## config.mk

```make
export PLATFORM = sky130hd
export DESIGN_NAME = ccg_clock_enables
export DESIGN_NICKNAME = d
export VERILOG_FILES = /design/src/rtl/ccg_pkg.sv /design/src/rtl/ccg_ready_sync.sv /design/src/rtl/ccg_phase_gen.sv /design/src/rtl/ccg_cycle_count.sv /design/src/rtl/ccg_clock_enables.sv
export SDC_FILE = /design/constraint.sdc
export NUM_CORES = 1
export LEC_CHECK = 0
export BUFFER_PORTS_ARGS = -buffer_cell sky130_fd_sc_hd__buf_2
export CAP_MARGIN = 0
export CORE_MARGIN = 2
export CORE_UTILIZATION = 54
export DETAILED_ROUTE_END_ITERATION = 16
export PLACE_DENSITY = 0.79
export SLEW_MARGIN = 20
export SYNTH_ARGS = -nofsm -noshare
export SYNTH_HDL_FRONTEND = slang
export SYNTH_HIERARCHICAL = 1
export SYNTH_SLANG_ARGS = --single-unit
```

## constraint.sdc

```tcl
create_clock -name clk_i -period 2.6 [get_ports clk_i]
set_input_delay 0.26 -clock clk_i [delete_from_list [all_inputs] [get_ports clk_i]]
set_output_delay 0.26 -clock clk_i [all_outputs]
set_load 0.02 [all_outputs]
```

## src/rtl/ccg_pkg.sv

```systemverilog
package ccg_pkg;

    // Enables for the edges that matter, one field per controlled edge
    typedef struct packed {
        logic fast;   // rising edge of full-rate clock
        logic fastn;  // falling edge of full-rate falling-edge clock
        logic srise;  // rising edge of divided clock
        logic sfall;  // falling edge of divided clock
    } ccg_en_t;

endpackage

```

## src/rtl/ccg_ready_sync.sv

```systemverilog
module ccg_ready_sync #(
    parameter int NRDY = 3
) (
    input  logic            clk_i,
    input  logic            rst_i,
    input  logic [NRDY-1:0] rdy_i,
    output logic            stall_o
);

    typedef struct packed {
        logic [NRDY-1:0] rdy;
    } rs_state_t;

    rs_state_t st_d, st_q;
    logic [NRDY-1:0] low_flag;

    always_comb begin
        st_d     = st_q;
        st_d.rdy = rdy_i;
    end

    always_ff @(posedge clk_i) begin
        if (rst_i) begin
            st_q.rdy <= '1;
        end else begin
            st_q <= st_d;
        end
    end

    // One low flag per ready bit; any one of them brakes every clock
    for (genvar g = 0; g < NRDY; g++) begin : g_low
        assign low_flag[g] = ~st_q.rdy[g];
    end

    assign stall_o = |low_flag;

endmodule

```

## src/rtl/ccg_phase_gen.sv

```systemverilog
module ccg_phase_gen
    import ccg_pkg::*;
#(
    parameter int DIV = 4
) (
    input  logic    clk_i,
    input  logic    rst_i,
    input  logic    stall_i,
    output ccg_en_t en_o,
    output logic    lvl_o
);

    localparam int            PW      = (DIV > 2) ? $clog2(DIV) : 1;
    localparam logic [PW-1:0] PH_LAST = PW'(DIV - 1);
    localparam logic [PW-1:0] PH_HALF = PW'(DIV / 2);

    typedef struct packed {
        logic [PW-1:0] ph;
        ccg_en_t       en;
        logic          lvl;
    } pg_state_t;

    pg_state_t st_d, st_q;

    always_comb begin
        st_d          = st_q;
        st_d.en.fast  = ~stall_i;
        st_d.en.fastn = ~stall_i;
        st_d.en.srise = ~stall_i && (st_q.ph == '0);
        st_d.en.sfall = ~stall_i && (st_q.ph == PH_HALF);
        if (st_q.en.srise) begin
            st_d.lvl = 1'b1;
        end else if (st_q.en.sfall) begin
            st_d.lvl = 1'b0;
        end
        if (!stall_i) begin
            st_d.ph = (st_q.ph == PH_LAST) ? '0 : st_q.ph + 1'b1;
        end
    end

    always_ff @(posedge clk_i) begin
        if (rst_i) begin
            st_q <= '0;
        end else begin
            st_q <= st_d;
        end
    end

    assign en_o  = st_q.en;
    assign lvl_o = st_q.lvl;

endmodule

```

## src/rtl/ccg_cycle_count.sv

```systemverilog
module ccg_cycle_count #(
    parameter int CW = 64
) (
    input  logic          clk_i,
    input  logic          rst_i,
    input  logic          inc_i,
    output logic [CW-1:0] cnt_o
);

    typedef struct packed {
        logic [CW-1:0] cnt;
    } cc_state_t;

    cc_state_t st_d, st_q;

    always_comb begin
        st_d = st_q;
        if (inc_i) begin
            st_d.cnt = st_q.cnt + 1'b1;
        end
    end

    always_ff @(posedge clk_i) begin
        if (rst_i) begin
            st_q <= '0;
        end else begin
            st_q <= st_d;
        end
    end

    assign cnt_o = st_q.cnt;

endmodule

```

## src/rtl/ccg_clock_enables.sv

```systemverilog
module ccg_clock_enables
    import ccg_pkg::*;
#(
    parameter int DIV  = 4,
    parameter int NRDY = 3,
    parameter int CW   = 64
) (
    input  logic            clk_i,
    input  logic            rst_i,
    input  logic [NRDY-1:0] rdy_i,
    output logic            en_fast_o,
    output logic            en_fastn_o,
    output logic            en_slow_rise_o,
    output logic            en_slow_fall_o,
    output logic            slow_lvl_o,
    output logic [CW-1:0]   cnt_o
);

    logic    stall;
    ccg_en_t en;

    ccg_ready_sync #(.NRDY(NRDY)) u_ready (
        .clk_i   (clk_i),
        .rst_i   (rst_i),
        .rdy_i   (rdy_i),
        .stall_o (stall)
    );

    ccg_phase_gen #(.DIV(DIV)) u_phase (
        .clk_i   (clk_i),
        .rst_i   (rst_i),
        .stall_i (stall),
        .en_o    (en),
        .lvl_o   (slow_lvl_o)
    );

    ccg_cycle_count #(.CW(CW)) u_count (
        .clk_i (clk_i),
        .rst_i (rst_i),
        .inc_i (en.fast),
        .cnt_o (cnt_o)
    );

    assign en_fast_o      = en.fast;
    assign en_fastn_o     = en.fastn;
    assign en_slow_rise_o = en.srise;
    assign en_slow_fall_o = en.sfall;

endmodule

```

# Word-level counts from Yosys, hierarchy flattened
# Index checks and enable logic that the tools add are counted.
dict set report op_classes {
  addsub 2
  n_eq_ne 2
  n_mux 3
  n_bitwise 4
  reduce_logical 5
}
# op count
set ops {}
lappend ops {{$add A64 B1 Y64 const B} 1}
lappend ops {{$eq A2 B2 Y1 const B} 2}
lappend ops {{$not A1 Y1} 4}
lappend ops {{$reduce_or A3 Y1} 1}
lappend ops {{$add A2 B1 Y2 const B} 1}
lappend ops {{$logic_and A1 B1 Y1} 2}
lappend ops {{$logic_not A2 Y1} 1}
lappend ops {{$mux W1} 2}
lappend ops {{$mux W2} 1}
lappend ops {{$reduce_bool A2 Y1} 1}
dict set report totals {
  reg_bits 73
  out_inout_bits 69
}

# Depth between registers and ports, before layout
dict set report depth {
  depth_word 4
  ltp_mapped 7
  mapped_depth_nobuf 6
}

# Modules after synthesis
# Netlist, hierarchy kept.
# mod n_inst cells_each area_each_um2
set modules_own_cells {}
lappend modules_own_cells {ccg_cycle_count 1 347 3027.9}
lappend modules_own_cells {ccg_phase_gen 1 26 255.2}
lappend modules_own_cells {ccg_ready_sync 1 7 83.8}

# Least setup slack after synthesis
# No wires, ideal clock.
dict set report synth_timing {
  path_kind {reg2reg}
  startpoint {register u_count.st_q, in the netlist u_count/cnt_o[0]}
  endpoint {register u_count.st_q, in the netlist u_count/cnt_o[58]}
  setup_time_ns 0.070
  arrival_ns 1.964
  t_required_ns 2.530
  path_slack_ns 0.566
  path_stages_with_launch 7
  synth_period_minus_slack_ns 2.034
  cell_sequence {dfxtp_1 > ha_1 > nand4_4 > nor4_4 > nand4_1 > or3_1 > a21oi_1}
}
dict set report synth_via {
  elab_chain_len 1
}
# element line
set synth_lines {}
lappend synth_lines {{from (decl)} ccg_cycle_count.sv:14} ;# cc_state_t st_d, st_q;
lappend synth_lines {{from (signal assigned)} ccg_cycle_count.sv:27} ;# st_q <= st_d;
lappend synth_lines {{$add A64 B1 Y64} ccg_cycle_count.sv:19} ;# st_d.cnt = st_q.cnt + 1'b1;
# No other way between the ends.
# A chain may end at the register's enable or synchronous reset.

# Worst setup path after layout
dict set report layout_timing {
  startpoint {register u_count.st_q, in the netlist u_count/cnt_o[25]}
  endpoint {register u_count.st_q, in the netlist u_count/cnt_o[53]}
}
# The elaborated chain is that of the path after synthesis.

==> results.ini <==
[cells_and_area]
drive_gt1_share_pct = 23.5
area_growth_pct = 18.0
nets = 466
fin_cells = 535
n_antenna_cell = 0

[logic_synthesis]
synth_commonest_cells = 73 x dfxtp_1, 46 x nor2_1, 28 x nand4_1
yosysTopAreaCell = dfxtp_1
syn_nets = 389
synth.area.top_cells = dfxtp_1 43%, xor2_1 6.5%, nand4_1 5.2%, nor2_1 5.1%, a21oi_1 4.0%
yosysSeqAreaShare_pct = 43.4
synthFlopType = dfxtp_1
synth_top_family_by_area = simple AND/OR/NAND/NOR gates
yosys.area_share.simple_pct = 32.6
ys_ff_latch = 73
synth.distinct_cells = 36
synthCells = 380
synth_fa_ha_area_share_pct = 1.49
synth_compound_area_share_pct = 8.25
synth-edff-count = 0
muxShareOfSynthArea_pct = 0.929
synth.most_common_cell = dfxtp_1
ys.warnings.count = 6
synth.top_cell.area_share_pct = 43.4
synthArstFlopShare_pct = 0
synth_xor_xnor_area_share_pct = 9.62
synth_area_per_cell_um2 = 8.86
syn_area_mm2 = 0.00337

[cts]
numCtsBuffers = 9
clk_path_buf_depth = 2
root_buffer = clkbuf_8
cts_tree = built
insertion_delay_ns = 0.35
post_cts_buffers = 0
h-tree-depth = 3
hold_buffers = 0
cts_resized = 0
clock_sinks = 73
clkTransAtPathRegs_ns = 0.07

[critical_path]
cp.arrival_ns = 2.58
start_kind = flip-flop
startpoint = u_count/cnt_o[25]$_SDFFE_PP0P_
crit_type = flip-flop to flip-flop
reg2reg_depth = 5
critPathRequiredTime_ns = 2.88
slowest_delay_ns = 0.56
worst_setup_path_end_kind = flip-flop
cpLargestDelayFamily = simple AND/OR/NAND/NOR gates
r2r_setup_slack_ns = 0.31
reg2reg_from = u_count/cnt_o[25]$_SDFFE_PP0P_
cp_cell_sequence = nand4_2, nor4_4, nand4_1, or4_1, a21oi_1
crit_end = u_count/cnt_o[53]$_SDFFE_PP0P_
path_max_fanout = 13
r2r-end = u_count/cnt_o[53]$_SDFFE_PP0P_
crit_buf_inv = 0
crit_slowest_cell = or4_1
cp_num_cells = 5

[routing]
drc = 0
finalWirelength_um = 7850
wire_per_inst_um = 14.7
drtIter0Drc = 210
via_per_inst = 5.84
dr.pass1.iters = 6
detailroute.via_count = 3124
antenna_left = 0

[placed_design]
dp.cells = 521
port_buffers = 73
dp_hpwl_um = 5500
post-place-ws_ns = 0.345
place.gp.congestion = 0.819

[sta]
timing.final.ws_setup_ns = 0.307
fin_setup_tns_ns = 0
setup_viol = 0
min_period_ns = 2.29
rsz0062_at_grt = false
slew_headroom_pct = 54.5
max_freq_mhz = 436
tightest_slew_ns = 0.679
report.final.slew_viol_count = 0
hold_violations = 0
period_share_pct = 88.2
skew_ns = 0.00642

[floorplan]
placementRows = 28
die-area_mm2 = 0.00688
io_pins = 74
fp.dieH_um = 83.0
core_area_mm2 = 0.00599
die_w_um = 83.0
floorplan.initialDensity_pct = 56.2

[min_path]
hold_class = primary input to flip-flop

[global_routing]
grt_pass1_wl_um = 12700
grt_antenna_before_repair = 0
grt_pass1_vias = 2675
track_usage_pct = 22.5
grt.overflow.total = 0
grt_max_degree = 30

[power]
ir_worst_vdd_mv = 0.461
p_per_area_mw_per_mm2 = 499
p_leak_nw = 1.65

[status]
outcome = finished clean

[job]
max_cap_viol_count = 0

-- metrics by stage --
stage	instance area (µm²)	power, mW	hold slack, ns	utilization (%)
floorplan	3370	1.21	0.329	-
global placement	3810	1.23	0.436	63.6
detailed placement	3810	1.23	0.439	63.6
CTS	3970	1.99	0.0773	66.3
global route	3970	2.06	0.0818	66.3
finish	3970	1.98	0.0828	66.3
-- metal layers --
| metal | track usage [%] | vias to the layer above | share of wire, % |
|---|---|---|---|
| li1 | - | 1512 | - |
| met1 | 30.3 | 1482 | 45 |
| met2 | 34.1 | 115 | 47 |
| met3 | 6.06 | 15 | 7.0 |
| met4 | 9.54 | 0 | 1.6 |
| met5 | 0 | - | 0 |
-- report_power, final --
| group | internal (mW) | switching (mW) |
|---|---|---|
| Clock | 0.390 | 0.391 |
| Sequential | 1.13 | 0.0110 |
| Combinational | 0.0211 | 0.0410 |
| Total | 1.54 | 0.443 |
-- state kept, by name, summed over array words and instances, names as in the netlist --
name / cells
u_count/cnt_o: 64
u_phase/en_o: 3
u_ready/st_q: 3
u_phase/st_q: 2
u_phase/lvl_o: 1
-- kinds of logic (layout without fill, tap and decap cells) --
| group | Yosys count | after routing |
|---|---|---|
| AO/OA/AOI/OAI | 52 | 52 |
| XOR/XNOR | 37 | 37 |
| adder cells (fa/ha/maj) | 4 | 4 |
| buffers and inverters | 27 | 107 |
| flip-flops | 73 | 73 |
| multiplexers | 3 | 3 |
| AND/OR/NAND/NOR | 184 | 184 |
-- layout by cell type, fill, tap and decap left out, types with 3 or more instances in the layout --
master	synthesis	final
and3_1	7	7
o31ai_1	7	7
o21ai_0	18	18
and2_1	3	3
or3_1	20	20
clkbuf_8	0	11
nand3_1	21	21
clkbuf_1	7	3
or4_1	7	7
inv_1	11	11
buf_4	5	9
nand4_2	5	5
nor4_1	8	8
xnor2_1	12	12
nor2b_1	3	3
nor2_1	46	46
ha_1	4	4
nor4_4	3	3
a21oi_1	27	27
or2_1	3	3
xor2_1	25	25
buf_2	3	73
nand4_1	28	28
dfxtp_1	73	73
nand2_1	18	18
-- how the worst min path moves through the flow --
stage                         from                          to  slack, ns  cells after the start
after detailed placement  rdy_i[0]  u_ready/st_q[0]$_SDFF_PP1_       0.44                      2
after CTS                 rdy_i[0]  u_ready/st_q[0]$_SDFF_PP1_       0.08                      2
after floorplan              rst_i  u_phase/lvl_o$_SDFFE_PP0P_       0.33                      1
final                     rdy_i[0]  u_ready/st_q[0]$_SDFF_PP1_       0.08                      2
after global placement    rdy_i[2]  u_ready/st_q[2]$_SDFF_PP1_       0.44                      2
after global routing      rdy_i[0]  u_ready/st_q[0]$_SDFF_PP1_       0.08                      2
-- layout make-up --
| type | count | area (µm²) |
|---|---|---|
| inverter | 11 | 41.3 |
| multi-input combinational | 280 | 1780 |
| timing repair buffer | 82 | 433 |
| sequential | 73 | 1460 |
| clock buffer | 14 | 163 |
| fill | 485 | 2020 |
| tap | 75 | 93.8 |
Note: power is estimated with default switching activity, not from simulation.
